`config.mk`:
```
export PLATFORM = sky130hd
export DESIGN_NAME = ref_ratio_div
export DESIGN_NICKNAME = d
export VERILOG_FILES = /design/src/rtl/rdiv_pkg.sv /design/src/rtl/rdiv_decode.sv /design/src/rtl/rdiv_hold.sv /design/src/rtl/rdiv_count.sv /design/src/rtl/ref_ratio_div.sv
export SDC_FILE = /design/constraint.sdc
export NUM_CORES = 1
export LEC_CHECK = 0
export BUFFER_PORTS_ARGS = -buffer_cell sky130_fd_sc_hd__buf_2
export CAP_MARGIN = 10
export CORE_MARGIN = 1
export CORE_UTILIZATION = 45
export CTS_BUF_LIST = sky130_fd_sc_hd__clkbuf_4 sky130_fd_sc_hd__clkbuf_8 sky130_fd_sc_hd__clkbuf_16
export DETAILED_ROUTE_END_ITERATION = 8
export MAX_ROUTING_LAYER = met4
export PLACE_DENSITY = 0.62
export REMOVE_ABC_BUFFERS = 1
export SKIP_CTS_REPAIR_TIMING = 1
export SLEW_MARGIN = 20
export SYNTH_ARGS = -nofsm -noshare
export SYNTH_HDL_FRONTEND = slang
export SYNTH_HIERARCHICAL = 1
export SYNTH_SLANG_ARGS = --single-unit
```
`constraint.sdc`:
```
create_clock -name clk_ref_i -period 4.7 [get_ports clk_ref_i]
set_clock_uncertainty 0.1 [all_clocks]
set_input_delay 0.47 -clock clk_ref_i [delete_from_list [all_inputs] [get_ports clk_ref_i]]
set_output_delay 0.47 -clock clk_ref_i [all_outputs]
set_load 0.02 [all_outputs]
```
`src/rtl/rdiv_pkg.sv`:
```
package rdiv_pkg;
  localparam int unsigned BASE_W    = 2;
  localparam int unsigned EXP_W     = 3;
  localparam int unsigned CODE_W    = BASE_W + EXP_W;
  localparam int unsigned RATIO_MAX = 448;
  localparam int unsigned RATIO_W   = $clog2(RATIO_MAX + 1);

  typedef logic [CODE_W-1:0]  code_t;
  typedef logic [RATIO_W-1:0] ratio_t;

  // Returns {legal, ratio}; illegal codes return all zeros.
  function automatic logic [RATIO_W:0] rdiv_lookup(input code_t c);
    logic [BASE_W-1:0] sel;
    logic [EXP_W-1:0]  e;
    ratio_t            b;
    logic [RATIO_W:0]  res;
    sel = c[CODE_W-1 -: BASE_W];
    e   = c[EXP_W-1:0];
    case (sel)
      2'd0:    b = ratio_t'(2);
      2'd1:    b = ratio_t'(5);
      2'd2:    b = ratio_t'(6);
      default: b = ratio_t'(7);
    endcase
    if (sel == '0)
      res = {1'b1, ratio_t'(b << e)};
    else if (e != '0)
      res = {1'b1, ratio_t'(b << (e - EXP_W'(1)))};
    else
      res = '0;
    return res;
  endfunction
endpackage

```
`src/rtl/rdiv_decode.sv`:
```
module rdiv_decode
  import rdiv_pkg::*;
(
  input  code_t  code_i,
  output ratio_t ratio_o,
  output logic   legal_o
);
  logic [RATIO_W:0] entry;

  always_comb begin
    entry   = rdiv_lookup(code_i);
    legal_o = entry[RATIO_W];
    ratio_o = entry[RATIO_W-1:0];
  end
endmodule

```
`src/rtl/rdiv_hold.sv`:
```
module rdiv_hold
  import rdiv_pkg::*;
#(
  parameter ratio_t RST_RATIO = ratio_t'(2)
) (
  input  logic   clk,
  input  logic   rst_n,
  input  logic   load_i,
  input  logic   legal_i,
  input  ratio_t ratio_i,
  output ratio_t pend_o,
  output logic   bad_o
);
  ratio_t pend_q, pend_d;
  logic   bad_q, bad_d;

  always_comb begin
    pend_d = pend_q;
    bad_d  = bad_q;
    if (load_i) begin
      if (legal_i) begin
        pend_d = ratio_i;
        bad_d  = 1'b0;
      end else begin
        bad_d  = 1'b1;
      end
    end
  end

  always_ff @(posedge clk or negedge rst_n) begin
    if (!rst_n) begin
      pend_q <= RST_RATIO;
      bad_q  <= 1'b0;
    end else begin
      pend_q <= pend_d;
      bad_q  <= bad_d;
    end
  end

  assign pend_o = pend_q;
  assign bad_o  = bad_q;


  bad_set_chk: assert property (@(posedge clk) disable iff (!rst_n)
    load_i && !legal_i |=> bad_o && $stable(pend_o));


  bad_clr_chk: assert property (@(posedge clk) disable iff (!rst_n)
    load_i && legal_i |=> !bad_o && (pend_o == $past(ratio_i)));


  no_load_hold_chk: assert property (@(posedge clk) disable iff (!rst_n)
    !load_i |=> $stable(pend_o) && $stable(bad_o));
endmodule

```
`src/rtl/rdiv_count.sv`:
```
module rdiv_count
  import rdiv_pkg::*;
#(
  parameter ratio_t RST_RATIO = ratio_t'(2)
) (
  input  logic   clk,
  input  logic   rst_n,
  input  ratio_t next_ratio_i,
  output logic   pulse_o
);
  ratio_t cnt_q, cnt_d;
  ratio_t act_q, act_d;
  logic   pulse_q, pulse_d;
  logic   wrap;

  always_comb begin
    wrap    = (cnt_q == act_q - ratio_t'(1));
    cnt_d   = wrap ? '0 : cnt_q + ratio_t'(1);
    act_d   = wrap ? next_ratio_i : act_q;
    pulse_d = wrap;
  end

  always_ff @(posedge clk or negedge rst_n) begin
    if (!rst_n) begin
      cnt_q   <= '0;
      act_q   <= RST_RATIO;
      pulse_q <= 1'b0;
    end else begin
      cnt_q   <= cnt_d;
      act_q   <= act_d;
      pulse_q <= pulse_d;
    end
  end

  assign pulse_o = pulse_q;


  pulse_width_chk: assert property (@(posedge clk) disable iff (!rst_n)
    pulse_o |=> !pulse_o);


  cnt_bound_chk: assert property (@(posedge clk) disable iff (!rst_n)
    cnt_q < act_q);


  pulse_at_start_chk: assert property (@(posedge clk) disable iff (!rst_n)
    pulse_o |-> (cnt_q == '0));
endmodule

```
`src/rtl/ref_ratio_div.sv`:
```
module ref_ratio_div
  import rdiv_pkg::*;
#(
  parameter code_t RST_CODE = '0
) (
  input  logic              clk_ref_i,
  input  logic              rst_ni,
  input  logic [CODE_W-1:0] code_i,
  input  logic              code_ld_i,
  input  logic              test_sel_i,
  input  logic              port_data_i,
  output logic              cmp_pulse_o,
  output logic              code_bad_o,
  output logic              port_o
);
  localparam logic [RATIO_W:0] RST_ENTRY = rdiv_lookup(RST_CODE);
  localparam ratio_t           RST_RATIO = RST_ENTRY[RATIO_W-1:0];

  ratio_t dec_ratio, pend_ratio, next_ratio;
  logic   dec_legal;

  rdiv_decode u_dec (
    .code_i  (code_i),
    .ratio_o (dec_ratio),
    .legal_o (dec_legal)
  );

  rdiv_hold #(.RST_RATIO(RST_RATIO)) u_hold (
    .clk     (clk_ref_i),
    .rst_n   (rst_ni),
    .load_i  (code_ld_i),
    .legal_i (dec_legal),
    .ratio_i (dec_ratio),
    .pend_o  (pend_ratio),
    .bad_o   (code_bad_o)
  );

  // A legal load on the wrap edge feeds the starting period directly.
  always_comb begin
    next_ratio = (code_ld_i && dec_legal) ? dec_ratio : pend_ratio;
  end

  rdiv_count #(.RST_RATIO(RST_RATIO)) u_cnt (
    .clk          (clk_ref_i),
    .rst_n        (rst_ni),
    .next_ratio_i (next_ratio),
    .pulse_o      (cmp_pulse_o)
  );

  always_comb begin
    port_o = test_sel_i ? cmp_pulse_o : port_data_i;
  end
endmodule

```
* Word-level counts from Yosys, hierarchy flattened
Cells that the tools add are included.
** Word-level totals
- Register bits after elaboration :: 29
- Bits of input ports :: 10
- Output and inout port bits :: 3
- Logic and storage cells :: 24
** Cells by class
- Add/sub/neg operators :: 3
- Equality and inequality tests :: 3
- Shifts and indexed selects :: 2
- Multiplexer cells :: 7
- Reductions and logical operators :: 4
** Operator list (count)
- 10-bit two-way mux :: 2
- 9-bit two-way mux :: 2
- 3-bit by 3-bit left shift with 9-bit output :: 2
- 9-bit by 1-bit adder with 9-bit output (second input constant) :: 1
- 9-bit == test :: 1
- 3-bit one-hot mux with 3 select lines :: 1
- 9-bit by 1-bit subtractor with 9-bit output (second input constant) :: 1
- 3-bit nonzero test :: 1
- 3-bit by 1-bit subtractor with 3-bit output (second input constant) :: 1
- 2-bit by 1-bit == test with 1-bit output (second input constant) :: 1
- 2-bit == test (second input constant) :: 1
- 2-bit zero test :: 1
- 1-bit two-way mux :: 2
- 2-bit AND reduction :: 1
- 1-bit logical AND :: 1

* Depth between registers and ports, before layout
- Word-level depth :: 7
- Gate-level depth with buffers :: 9
- Gate-level depth less buffers :: 8

* Hierarchy
The synthesis kept the hierarchy.
** By module, submodules not included
- rdiv_count :: times used 1, cells each 94, area each 1034.7 µm², seq. area each 476.7 µm²
- rdiv_decode :: times used 1, cells each 63, area each 397.9 µm², seq. area each 0.0 µm²
- rdiv_hold :: times used 1, cells each 22, area each 377.9 µm², seq. area each 251.5 µm²
- ref_ratio_div :: times used 1, cells each 11, area each 123.9 µm², seq. area each 0.0 µm²

* Worst setup path after synthesis
OpenSTA, ideal clock, no wires.
- Path kind :: reg2reg
- Start point :: register u_cnt.act_q[0]
- End point :: register u_cnt.act_q[0]
- Library setup time :: 0.125 ns
- Arrival :: 2.333 ns
- Data required time :: 4.475 ns
- Setup slack :: 2.142 ns
- Cell stages (with the launch flop) :: 6
- Path buffers :: 0
- Period minus slack after synthesis :: 2.558 ns
- Path through :: dfrtp_1 or4_1 a2111oi_0 nor2_1 a2111oi_4 mux2_2
** Between the ends
- Longest elaborated chain between the ends :: 2
** Ends and longest elaborated chain
- from (decl) :: line rdiv_count.sv:12 : ratio_t act_q, act_d;
- from (signal assigned) :: line rdiv_count.sv:30 : act_q <= act_d;
- 9-bit by 1-bit subtractor with 9-bit output :: line rdiv_count.sv:17 : wrap = (cnt_q == act_q - ratio_t'(1));
- 9-bit == test :: line rdiv_count.sv:17
No other way between the ends.
A chain may end at the register's enable or synchronous reset.

* Worst setup path after layout
- Start point :: register u_cnt.act_q[0]
- End point :: register u_cnt.act_q[8]
Same word-level chain as after synthesis.

==> metrics.md <==
| Metric | Value |
|---|---|
| Root cell of the clock tree | clkbuf_8 |
| Crit-path max FO | 11 |
| Worst stage delay on the critical path | 0.68 ns |
| Fin Hold WS | 0.117 ns |
| Netlist area before placement | 1930 µm² |
| YS warnings | 6 |
| Initial core utilization | 47.7% |
| Peak VDD IR | 0.000171 V |
| Number of fill cells | 380 |
| Detailed Place HPWL | 2.87 mm |
| Pin count of the biggest net entering global routing | 30 |
| IO Count | 13 |
| Critical path data required time | 4.75 ns |
| Number of standard cells in the final layout excluding fillers | 252 |
| Startpoint Class | flip-flop |
| Class of the tightest hold or removal check | in2async |
| Hold Violations, Final | 0 |
| Final setup viols | 0 |
| Share of final-layout standard cells stronger than drive strength 1 | 27.2% |
| Fin crit period | 3.12 ns |
| Path depth of the worst reg2reg path | 8 |
| Clock tree from TritonCTS | done |
| Core Box Area | 4060 µm² |
| Dominant synthesized flop cell | dfrtp_1 |
| Initial antenna violation count | 0 |
| Final number of max-transition violations | 0 |
| Average instance area after synthesis | 10.2 µm² |
| Crit path arrival time | 3.18 ns |
| Achievable clock frequency | 320 MHz |
| Worst slew slack as a fraction of its limit | 54.0% |
| Top library cells by usage in the layout, fill and taps aside | mux2_2 (28), dfrtp_1 (27), nor2_1 (19) |
| CP Launch Point | u_cnt/act_q[0]$_DFFE_PN0N_ |
| Post-synth ARST share | 100% |
| Total grt overflow | 0 |
| Setup slack of the most critical reg-to-reg path | 1.58 ns |
| Unrepaired setup endpoints after global routing | no |
| X dimension of the die | 67.6 µm |
| Diode insertion count for antenna repair | 0 |
| Number of buffers created by CTS | 5 |
| Endpoint of the worst setup timing path | u_cnt/act_q[8]$_DFFE_PN0N_ |
| Wire length of the first global-routing pass | 6.49 mm |
| 1st-iter DRT viols | 59 |
| Commonest non-fill, non-tap cell in the layout | mux2_2 |
| Leakage | 0.933 nW |
| Slack of the critical path | 1.58 ns |
| R2r endpoint | u_cnt/act_q[8]$_DFFE_PN0N_ |
| Detailed-route vias per instance | 5.77 |
| Worst-Margin Slew | 0.690 ns |
| TNS Setup | 0 ns |
| TritonCTS Sinks | 29 |
| Synth-to-layout area growth | 8.80% |
| Number of cells produced by synthesis | 190 |
| Global router's overall resource usage | 20.0% |
| Vias in the first global route | 1,373 |
| # H-tree levels | 2 |
| DR pass1 iterations | 4 |
| Dpl cells | 244 |
| Number of input and output port buffers inserted | 12 |
| Worst setup path category | reg2reg |
| Count of flip-flops with a built-in enable after synthesis | 0 |
| Share of the yosys chip area belonging to registers | 37.6% |
| Critical path endpoint category | flip-flop |
| Unique cell type count in the Yosys netlist | 48 |
| Routed Antenna Nets | 0 |
| Areal power density over the cells | 257 nW/µm² |
| Area of the die | 4570 µm² |
| Worst-path cell chain | inv_1 > ha_1 > nor3b_1 > nor4b_1 > nor3_1 > a2111oi_4 > buf_4 > mux2_2 |
| Slowest cell on crit path | a2111oi_4 |
| Vias after detailed routing | 1,454 |
| Die outline height | 67.6 µm |
| Crit Reg-Reg Startpoint | u_cnt/act_q[0]$_DFFE_PN0N_ |
| Count of standard-cell rows | 23 |
| Number of violations of the max-capacitance limit | 0 |
| DRC viols | 0 |
| Worst skew pair latency | 0.27 ns |
| Routability congestion estimate | 0.814 |
| Overall routed net length | 3.89 mm |
| Routed wire length per instance | 15.4 µm |
| Status | finished clean |
| Fraction of the cycle the final worst path needs | 66.5% |
| Deepest clock path buffer count | 2 |
| Flip-flop and latch count after synthesis | 29 |
| Clock-pin slew on the worst setup and hold paths | 0.06 ns |
| Number of nets in the layout | 215 |
| Post-Place Worst Slack | 1.64 ns |
routing by layer:
metal  vias up  global-route usage (%)  wire length [µm]
met3         2                    4.56               147
met5         -                       -                 0
met2        37                    29.0              1810
li1        709                       -                 -
met4         0                    7.18                24
met1       706                    27.1              1910
sequential cells by signal, summed over array words and instances, names as in the netlist:
name / cells
u_cnt/pulse_o: 1
u_cnt/cnt_q: 9
u_cnt/act_q: 9
u_hold/bad_o: 1
u_hold/pend_o: 9
worst min-delay path by stage:
stage / from / end / slack, ns / depth (start not counted)
finish: rst_ni / u_cnt/act_q[0]$_DFFE_PN0N_ / 0.12 / 1
global route: rst_ni / u_cnt/act_q[2]$_DFFE_PN0N_ / 0.18 / 1
CTS: rst_ni / u_cnt/act_q[0]$_DFFE_PN0N_ / 0.14 / 1
detailed placement: u_hold/pend_o[3]$_DFFE_PN0P_ / u_hold/pend_o[3]$_DFFE_PN0P_ / 0.39 / 1
global placement: u_hold/pend_o[3]$_DFFE_PN0P_ / u_hold/pend_o[3]$_DFFE_PN0P_ / 0.38 / 1
floorplan: rst_ni / u_cnt/act_q[0]$_DFFE_PN0N_ / 0.07 / 0
worst max-delay path: cells and delay by family (launching register included):
| family | cells | cell delay (ns) |
|---|---|---|
| AND/OR/NAND/NOR | 3 | 0.87 |
| AO/OA/AOI/OAI | 1 | 0.68 |
| buffers and inverters | 2 | 0.39 |
| flip-flops | 1 | 0.44 |
| multiplexers | 1 | 0.35 |
| adder cells (fa/ha/maj) | 1 | 0.17 |
area by class of cell:
type	instances	area [µm²]	share of cell area, %
multi-input cells	145	1130	53.9
repair buffers	13	67.6	3.21
flip-flops and latches	29	728	34.6
well taps	50	62.6	2.97
inverters	7	26.3	1.25
clock inverters	2	10.0	0.476
clock buffers	6	76.3	3.63
Yosys cell counts, types with 2 or more instances:
library cell	number	area (µm²)
nand3b_1	2	15.0
dfstp_2	2	52.6
nor2b_1	2	12.5
ha_1	4	50.1
o21ai_0	4	20.0
o32a_1	2	20.0
nor3_1	5	25.0
xnor2_1	7	61.3
a21boi_0	2	15.0
o22ai_1	3	18.8
a21oi_1	4	20.0
xor2_1	10	87.6
nor4b_1	2	17.5
or4_1	3	22.5
clkbuf_1	4	15.0
o21ai_1	2	10.0
nand2_4	2	22.5
dfrtp_1	27	676
nand2b_1	4	25.0
inv_1	7	26.3
nor2_1	19	71.3
buf_2	4	20.0
mux2_2	28	315
or2_1	2	12.5
nand3_1	9	45.0
nand4_1	2	12.5
nand2_1	4	15.0
nor3b_1	4	30.0
metrics by stage:
step	utilization (%)	area (µm²)	power, mW
after floorplan	-	1890	0.321
after CTS	51.9	2100	0.547
after global placement	49.7	2020	0.346
after detailed placement	49.7	2020	0.349
after global routing	51.9	2100	0.570
final	51.9	2100	0.540
cell families after synthesis:
| logic type | after synthesis | share of synthesized area, % |
|---|---|---|
| XOR/XNOR | 18 | 8.86 |
| buffers and inverters | 16 | 3.75 |
| flip-flops | 29 | 37.6 |
| AO/OA/AOI/OAI | 29 | 11.6 |
| AND/OR/NAND/NOR | 65 | 18.7 |
| multiplexers | 29 | 16.8 |
| adder cells (fa/ha/maj) | 4 | 2.59 |
power breakdown:
group	switching [mW]	leakage, nW	internal, mW	total (mW)
combinational	0.0445	0.507	0.0358	0.0802
sequential	0.00462	0.377	0.260	0.265
clock	0.0872	0.0484	0.108	0.195
total	0.136	0.933	0.404	0.540
Power figures use the tool's default switching activity.
